===== config.mk =====
export PLATFORM = sky130hd
export DESIGN_NAME = i2c_ack_ctrl
export DESIGN_NICKNAME = d
export VERILOG_FILES = /design/src/rtl/i2c_ack_pkg.sv /design/src/rtl/i2c_ack_bitcnt.sv /design/src/rtl/i2c_ack_addr_dec.sv /design/src/rtl/i2c_ack_policy.sv /design/src/rtl/i2c_ack_ctrl.sv
export SDC_FILE = /design/constraint.sdc
export NUM_CORES = 1
export LEC_CHECK = 0
export BUFFER_PORTS_ARGS = -buffer_cell sky130_fd_sc_hd__buf_2
export CORE_MARGIN = 4
export CORE_UTILIZATION = 53
export CTS_CLUSTER_DIAMETER = 150
export DETAILED_ROUTE_END_ITERATION = 6
export HOLD_SLACK_MARGIN = 0.08
export PLACE_DENSITY = 0.86
export SYNTH_ARGS = -nofsm -noshare
export SYNTH_HDL_FRONTEND = slang
export SYNTH_SLANG_ARGS = --single-unit

===== constraint.sdc =====
create_clock -name clk -period 2 [get_ports clk]
set_clock_uncertainty 0.15 [all_clocks]
set_input_delay 0.4 -clock clk [delete_from_list [all_inputs] [get_ports clk]]
set_output_delay 0.4 -clock clk [all_outputs]
set_load 0.01 [all_outputs]

===== src/rtl/i2c_ack_pkg.sv =====
package i2c_ack_pkg;

    // Address prefixes that mark an extension code (general call / start
    // byte family and the 10-bit address family).
    localparam logic [3:0] EXT_LOW_PREFIX  = 4'b0000;
    localparam logic [4:0] EXT_HIGH_PREFIX = 5'b11110;

    // Registered state of the acknowledge policy.
    typedef struct packed {
        logic sel;       // addressed in the current transfer
        logic xmit;      // direction captured from the first byte
        logic sda_low;   // acknowledge drive
        logic scl_hold;  // clock stretch
        logic track;     // ack follows enable while held (8-clock wait)
        logic ack_seen;  // master acknowledge observed
    } ack_state_t;

endpackage


===== src/rtl/i2c_ack_bitcnt.sv =====
module i2c_ack_bitcnt #(
    parameter int BYTE_BITS = 8
) (
    input  logic                 clk,
    input  logic                 rst_n,
    input  logic                 clr,
    input  logic                 scl_rise,
    input  logic                 scl_fall,
    input  logic                 sda_in,
    output logic [BYTE_BITS-1:0] rx_byte,
    output logic                 first_byte,
    output logic                 byte_done,
    output logic                 ack_rise,
    output logic                 ack_fall
);
    localparam int CW = $clog2(BYTE_BITS + 2);
    localparam logic [CW-1:0] LAST_BIT = CW'(BYTE_BITS);
    localparam logic [CW-1:0] ACK_SLOT = CW'(BYTE_BITS + 1);

    typedef struct packed {
        logic [CW-1:0]        cnt;
        logic                 first;
        logic [BYTE_BITS-1:0] shreg;
    } bc_state_t;

    bc_state_t st_d, st_q;

    always_comb begin
        st_d = st_q;
        if (clr) begin
            st_d.cnt   = '0;
            st_d.first = 1'b1;
            st_d.shreg = '0;
        end else begin
            if (scl_rise) begin
                if (st_q.cnt < LAST_BIT) begin
                    st_d.shreg = {st_q.shreg[BYTE_BITS-2:0], sda_in};
                    st_d.cnt   = st_q.cnt + 1'b1;
                end else if (st_q.cnt == LAST_BIT) begin
                    st_d.cnt = ACK_SLOT;
                end
            end
            if (scl_fall && st_q.cnt == ACK_SLOT) begin
                st_d.cnt   = '0;
                st_d.first = 1'b0;
            end
        end
    end

    always_ff @(posedge clk or negedge rst_n) begin
        if (!rst_n) begin
            st_q.cnt   <= '0;
            st_q.first <= 1'b1;
            st_q.shreg <= '0;
        end else begin
            st_q <= st_d;
        end
    end

    assign rx_byte    = st_q.shreg;
    assign first_byte = st_q.first;
    assign byte_done  = !clr && scl_fall && (st_q.cnt == LAST_BIT);
    assign ack_rise   = !clr && scl_rise && (st_q.cnt == LAST_BIT);
    assign ack_fall   = !clr && scl_fall && (st_q.cnt == ACK_SLOT);

endmodule


===== src/rtl/i2c_ack_addr_dec.sv =====
module i2c_ack_addr_dec
    import i2c_ack_pkg::*;
#(
    parameter int ADDR_W = 7
) (
    input  logic [ADDR_W:0]   rx_byte,
    input  logic [ADDR_W-1:0] own_addr,
    output logic              match,
    output logic              ext_code,
    output logic              rw_bit
);
    logic [ADDR_W-1:0] addr;

    always_comb begin
        addr     = rx_byte[ADDR_W:1];
        rw_bit   = rx_byte[0];
        match    = (addr == own_addr);
        ext_code = (addr[ADDR_W-1 -: 4] == EXT_LOW_PREFIX) ||
                   (addr[ADDR_W-1 -: 5] == EXT_HIGH_PREFIX);
    end

endmodule


===== src/rtl/i2c_ack_policy.sv =====
module i2c_ack_policy
    import i2c_ack_pkg::*;
(
    input  logic clk,
    input  logic rst_n,
    input  logic clr,
    input  logic byte_done,
    input  logic ack_rise,
    input  logic ack_fall,
    input  logic first_byte,
    input  logic match,
    input  logic ext_code,
    input  logic rw_bit,
    input  logic sda_in,
    input  logic ack_en,
    input  logic wait_at_ninth,
    input  logic wait_release,
    output logic sda_low,
    output logic scl_hold,
    output logic xmit,
    output logic ack_seen
);
    ack_state_t st_d, st_q;
    logic       addr_ok;

    always_comb begin
        st_d    = st_q;
        addr_ok = match || (ext_code && ack_en);
        if (clr) begin
            st_d = '0;
        end else begin
            // end of the eighth bit: decide the acknowledge
            if (byte_done) begin
                if (first_byte) begin
                    st_d.sel      = addr_ok;
                    st_d.xmit     = rw_bit;
                    st_d.sda_low  = addr_ok;
                    st_d.scl_hold = addr_ok && !wait_at_ninth;
                    st_d.track    = 1'b0;
                end else if (st_q.sel) begin
                    st_d.scl_hold = !wait_at_ninth;
                    if (!st_q.xmit) begin
                        st_d.sda_low = ack_en;
                        st_d.track   = !wait_at_ninth;
                    end
                end
            end
            // ninth rising edge: sample the master's acknowledge
            if (ack_rise && st_q.sel && st_q.xmit && !first_byte) begin
                st_d.ack_seen = !sda_in;
            end
            // ninth falling edge: release SDA, maybe start the late wait
            if (ack_fall) begin
                st_d.sda_low = 1'b0;
                st_d.track   = 1'b0;
                if (st_q.sel && wait_at_ninth) begin
                    st_d.scl_hold = 1'b1;
                end
            end
            // wait handling
            if (wait_release && st_q.scl_hold) begin
                st_d.scl_hold = 1'b0;
                st_d.track    = 1'b0;
            end else if (st_q.track && st_q.scl_hold) begin
                st_d.sda_low = ack_en;
            end
        end
    end

    always_ff @(posedge clk or negedge rst_n) begin
        if (!rst_n) begin
            st_q <= '0;
        end else begin
            st_q <= st_d;
        end
    end

    assign sda_low  = st_q.sda_low;
    assign scl_hold = st_q.scl_hold;
    assign xmit     = st_q.xmit;
    assign ack_seen = st_q.ack_seen;

endmodule


===== src/rtl/i2c_ack_ctrl.sv =====
module i2c_ack_ctrl #(
    parameter int ADDR_W = 7
) (
    input  logic              clk,
    input  logic              rst_n,
    input  logic              bus_start,
    input  logic              bus_stop,
    input  logic              scl_rise,
    input  logic              scl_fall,
    input  logic              sda_in,
    input  logic [ADDR_W-1:0] own_addr,
    input  logic              ack_en,
    input  logic              wait_at_ninth,
    input  logic              wait_release,
    output logic              sda_low,
    output logic              scl_hold,
    output logic              xmit,
    output logic              ack_seen
);
    localparam int BYTE_BITS = ADDR_W + 1;

    logic                 clr_w;
    logic [BYTE_BITS-1:0] rx_byte_w;
    logic                 first_w;
    logic                 byte_done_w;
    logic                 ack_rise_w;
    logic                 ack_fall_w;
    logic                 match_w;
    logic                 ext_w;
    logic                 rw_w;

    assign clr_w = bus_start || bus_stop;

    i2c_ack_bitcnt #(.BYTE_BITS(BYTE_BITS)) u_bitcnt (
        .clk        (clk),
        .rst_n      (rst_n),
        .clr        (clr_w),
        .scl_rise   (scl_rise),
        .scl_fall   (scl_fall),
        .sda_in     (sda_in),
        .rx_byte    (rx_byte_w),
        .first_byte (first_w),
        .byte_done  (byte_done_w),
        .ack_rise   (ack_rise_w),
        .ack_fall   (ack_fall_w)
    );

    i2c_ack_addr_dec #(.ADDR_W(ADDR_W)) u_dec (
        .rx_byte  (rx_byte_w),
        .own_addr (own_addr),
        .match    (match_w),
        .ext_code (ext_w),
        .rw_bit   (rw_w)
    );

    i2c_ack_policy u_policy (
        .clk           (clk),
        .rst_n         (rst_n),
        .clr           (clr_w),
        .byte_done     (byte_done_w),
        .ack_rise      (ack_rise_w),
        .ack_fall      (ack_fall_w),
        .first_byte    (first_w),
        .match         (match_w),
        .ext_code      (ext_w),
        .rw_bit        (rw_w),
        .sda_in        (sda_in),
        .ack_en        (ack_en),
        .wait_at_ninth (wait_at_ninth),
        .wait_release  (wait_release),
        .sda_low       (sda_low),
        .scl_hold      (scl_hold),
        .xmit          (xmit),
        .ack_seen      (ack_seen)
    );

endmodule


# Yosys cells after proc, flatten, opt, wreduce, memory -nomap -nowiden

Index checks and enable logic that the tools add are counted.

$add $sub $neg: 1
Magnitude comparators: 1
Equal/unequal tests: 5
Muxes and demuxes: 20
Reduce and logical (&&, ||, !) cells: 36

Operator list:

| operator              | count |
|---|---|
| $mux W8               | 2 |
| $logic_and A1 B1 Y1   | 14 |
| $mux W13              | 1 |
| $mux W4               | 3 |
| $reduce_bool A2 Y1    | 6 |
| $mux W5               | 2 |
| $mux W3               | 3 |
| $eq A4 B4 Y1 const B  | 2 |
| $reduce_bool A4 Y1    | 2 |
| $eq A7 B7 Y1          | 1 |
| $mux W1               | 6 |
| $mux W6               | 1 |
| $reduce_and A2 Y1     | 3 |
| $eq A5 B5 Y1 const B  | 1 |
| $ne A5 B5 Y1 const B  | 1 |
| $reduce_bool A5 Y1    | 1 |
| $add A4 B1 Y4 const B | 1 |
| $logic_not A1 Y1      | 4 |
| $logic_not A4 Y1      | 1 |
| $lt A4 B4 Y1 const B  | 1 |
| $mux W2               | 2 |
| $logic_or A1 B1 Y1    | 3 |
| $reduce_and A3 Y1     | 1 |
| $reduce_bool A3 Y1    | 1 |

Register bits after elaboration: 19
Input bits: 17
Output and inout port bits: 4
Logic and storage cells: 72

# Longest topological paths before layout

Depth after elaboration: 12
Mapped depth: 7
Mapped depth without buffers: 6

# Cells and area by module

Synthesis repeated with hierarchy kept, for this count alone.

Cell total of the unflattened synthesis: 136
Area, all modules: 1214.9 µm²

Modules (own cells, without submodules):

| module           | times used | cells each | area an instance (µm²) | sequential area each (µm²) |
|---|---|---|---|---|
| i2c_ack_bitcnt   | 1          | 83         | 749.5                  | 326.6 |
| i2c_ack_policy   | 1          | 39         | 359.1                  | 150.1 |
| i2c_ack_addr_dec | 1          | 13         | 100.1                  | 0.0 |
| i2c_ack_ctrl     | 1          | 1          | 6.3                    | 0.0 |

# Worst setup path before layout

OpenSTA, ideal clock, no wires.

Kind: reg-to-reg
Start: register u_bitcnt.st_q[9] in the netlist's numbering
End: register u_policy.st_q (netlist bit u_policy.scl_hold)
Setup time: 131 ps
Data arrival time: 1417 ps
Data required time: 1719 ps
Setup slack: 303 ps
Stages on the path, launching flop included: 8
Buffers on the path: 1
Clock period less this slack: 1697 ps
Cell sequence: dfrtp_1 -> inv_1 -> ha_1 -> and4b_1 -> buf_2 -> nand3_1 -> a211oi_2 -> o31ai_1

RTL lines:

| element                | line                 | RTL |
|---|---|---|
| start, declared        | i2c_ack_bitcnt.sv:26 | `bc_state_t st_d, st_q;` |
| start signal, assigned | i2c_ack_bitcnt.sv:56 | `st_q <= st_d;` |
| end signal, assigned   | i2c_ack_policy.sv:74 | `st_q <= st_d;` |
| end, declared          | i2c_ack_policy.sv:23 | `ack_state_t st_d, st_q;` |

==> flow_summary_export.csv <==
group,metric,value,unit
cells_and_area,fin_cells,173,
sta,fin_tns_setup,0,ns
setup_path,critPathLaunchType,"flop",
logic_synthesis,synth_warnings,0,
routing,dr.pass1.iters,4,
placed_design,gp_congestion,0.877,
clocking,cts_buffers,3,
sta,holdWs,0.195,ns
floorplan,start_util,0.560,
logic_synthesis,yosys_register_bits,19,
logic_synthesis,synth-main-ff-cell,"dfrtp_1",
sta,slew_headroom,0.702,
logic_synthesis,synth_fa_ha_area_frac,0.0338,
cells_and_area,final_nets,167,
sta,hold_viol,0,
cells_and_area,drive_gt1_frac,0.219,
placed_design,dpl_worst_slack,0.170,ns
clocking,cts_sinks,19,
logic_synthesis,synthSimpleGateAreaFrac,0.257,
logic_synthesis,ys_seq_area_frac,0.430,
setup_path,cp-end-kind,"flop",
global_routing,grt_max_degree,20,
cells_and_area,fin_area,1280,um2
power_and_ir_drop,powerDensity,510,nW/um2
floorplan,rows,16,
global_routing,grt_overflow,0,
sta,fin_crit_sh,0.917,
logic_synthesis,synth_top_family_by_area,"simple AND/OR/NAND/NOR gates",
sta,fin_crit,1.83,ns
setup_path,worstPathMaxFanout,7,
sta,tightest_slew,0.446,ns
routing,ant_nets,0,
logic_synthesis,synthMuxAreaShare,0.0180,
cells_and_area,syn2layout_area_growth,15.7,%
clocking,h-tree-depth,1,
sta,clock.fmax,545,MHz
setup_path,critPathRequiredTime,2.02,ns
clocking,max-clock-path-buffers,2,
routing,wl,2400,um
sta,slew_viol_final,0,
setup_path,crit_type,"flop to flop",
min_path,hp-class,"input port to flop",
logic_synthesis,synth_compound_gate_area_share,0.171,
setup_path,r2r_setup_slack,0.17,ns
placed_design,numPortBuffers,20,
global_routing,gr-usage-all-layers,0.190,
logic_synthesis,synth_cell_types,35,
clocking,cts-root-buf,"clkbuf_4",
run,maxCapViolations,0,
routing,drcViolationCount,0,
floorplan,dieHeight,53.8,um
global_routing,grt_pass1_vias,944,
routing,drt-wirelength-per-cell,13.9,um
logic_synthesis,synth.avg_cell_area,9.02,um2
clocking,clock_latency,0.29,ns
routing,drt-initial-drc-count,21,
power_and_ir_drop,ir_drop,325,uV
floorplan,core-area,1980,um2
status,outcome,"complete, no violations",
setup_path,critPathArrivalTime,1.86,ns
routing,via_per_inst,5.54,
power_and_ir_drop,leakage,0.597,nW
floorplan,ios,21,
logic_synthesis,async_flop_share,1.00,
placed_design,hpwl,1830,um
routing,vias,959,
placed_design,place_area,1250,um2
cells_and_area,antenna_cells,0,
floorplan,die_x,53.8,um
logic_synthesis,syn_area,1110,um2
sta,rsz0062_at_grt,"false",
sta,setup_viol,0,
logic_synthesis,synth_xor_area_frac,0.0552,
cells_and_area,fillers,161,
logic_synthesis,syn_inst,123,
clocking,cts_tree,"done",
logic_synthesis,synth_edf_count,0,
global_routing,antenna_found_initial,0,
floorplan,dieArea,2890,um2
global_routing,grt_pass1_wl,4070,um
clocking,cts.clk_slew.worst_paths,0.11,ns
sta,setup_slack,0.167,ns
logic_synthesis,synth_fp_nets,143,
placed_design,dp.cells,168,
## critical path, stage by stage, from the launching register on
cell      delay, ns
dfrtp_1        0.43
inv_1          0.11
ha_1           0.20
and4b_2        0.32
nand3_1        0.11
a211oi_2       0.28
o31ai_1        0.12
## worst paths after layout
check / from / to / depth (start not counted)
max: u_bitcnt.st_q[9]$_DFFE_PN0P_ / u_policy.sda_low$_DFF_PN0_ / 6
min: sda_in / u_bitcnt.rx_byte[0]$_DFFE_PN0P_ / 3
max reg2reg: u_bitcnt.st_q[9]$_DFFE_PN0P_ / u_policy.sda_low$_DFF_PN0_ / 6
min reg2reg: u_bitcnt.first_byte$_DFFE_PN1P_ / u_bitcnt.first_byte$_DFFE_PN1P_ / 2
max in group asynchronous: rst_n / u_bitcnt.first_byte$_DFFE_PN1P_ / 2
min in group asynchronous: rst_n / u_policy.st_q[1]$_DFFE_PN0P_ / 2
## synth_stat cells, types with 3 or more instances
master / instances / area, um2
inv_1: 5 / 18.8
nand4b_1: 4 / 35.0
a21oi_1: 14 / 70.1
ha_1: 3 / 37.5
nor2_1: 6 / 22.5
xor2_1: 7 / 61.3
nor3_1: 3 / 15.0
nand2_1: 26 / 97.6
clkbuf_1: 4 / 15.0
nand3_1: 5 / 25.0
dfrtp_1: 18 / 450
## metrics by stage
| stage | power (mW) | utilization |
|---|---|---|
| final | 0.655 | 0.648 |
| after global routing | 0.684 | 0.648 |
| after CTS | 0.659 | 0.647 |
| after detailed placement | 0.470 | 0.629 |
| after global placement | 0.467 | 0.629 |
| after floorplan | 0.432 | - |
## area by class of cell
class	instances	area (um2)	share of cell area
Inverter	5	18.8	0.0146
Timing Repair Buffer	24	133	0.103
Multi-Input combinational cell	94	596	0.464
Clock buffer	4	26.3	0.0205
Sequential cell	19	477	0.371
Tap cell	27	33.8	0.0263
## registers in the layout, indices dropped and copies added, names as in the netlist
register	flops
u_policy.xmit	1
u_bitcnt.first_byte	1
u_policy.sda_low	1
u_bitcnt.rx_byte	8
u_policy.st_q	2
u_policy.scl_hold	1
u_bitcnt.st_q	4
u_policy.ack_seen	1
## cell families after synthesis
group	after synthesis
AO/OA/AOI/OAI	28
buffers and inverters	10
XOR/XNOR	7
adder cells (fa/ha/maj)	3
flip-flops	19
multiplexers	2
AND/OR/NAND/NOR	54
## routing by layer
layer  GRT usage  wire length, um  vias up
li1            -                -      477
met1       0.237             1030      452
met2       0.333             1220       26
met3      0.0277              116        4
met4      0.0638               30        0
met5           0                0        -
## what timing repair did
| action | in CTS | in global routing |
|---|---|---|
| resized for setup | 0 | 1 |
| hold endpoints to repair | 18 | 0 |
| hold buffers | 1 | 0 |
| setup endpoints to repair | 0 | 2 |
| buffers inserted | 0 | 0 |
## placed cells by master (no fill, tap or decap), types with 2 or more instances in the layout
| master | synthesis | routed |
|---|---|---|
| buf_4 | 0 | 3 |
| nor3_1 | 3 | 3 |
| nor2b_1 | 2 | 2 |
| ha_1 | 3 | 3 |
| nand4b_1 | 4 | 4 |
| o32ai_1 | 2 | 2 |
| mux2i_1 | 2 | 2 |
| nand2_1 | 26 | 26 |
| inv_1 | 5 | 5 |
| nor2_1 | 6 | 6 |
| dfrtp_1 | 18 | 18 |
| o31ai_1 | 2 | 2 |
| nand3_1 | 5 | 5 |
| a21oi_1 | 14 | 14 |
| buf_2 | 1 | 20 |
| xor2_1 | 7 | 7 |
| clkbuf_4 | 0 | 3 |
## power by group
group	switching [mW]	internal (mW)	total (mW)	leakage [nW]
Clock	0.113	0.0774	0.191	0.0150
Combinational	0.0460	0.0304	0.0764	0.321
Sequential	0.00211	0.386	0.388	0.261
Total	0.161	0.494	0.655	0.597
Note: power is estimated with default switching activity, not from simulation.
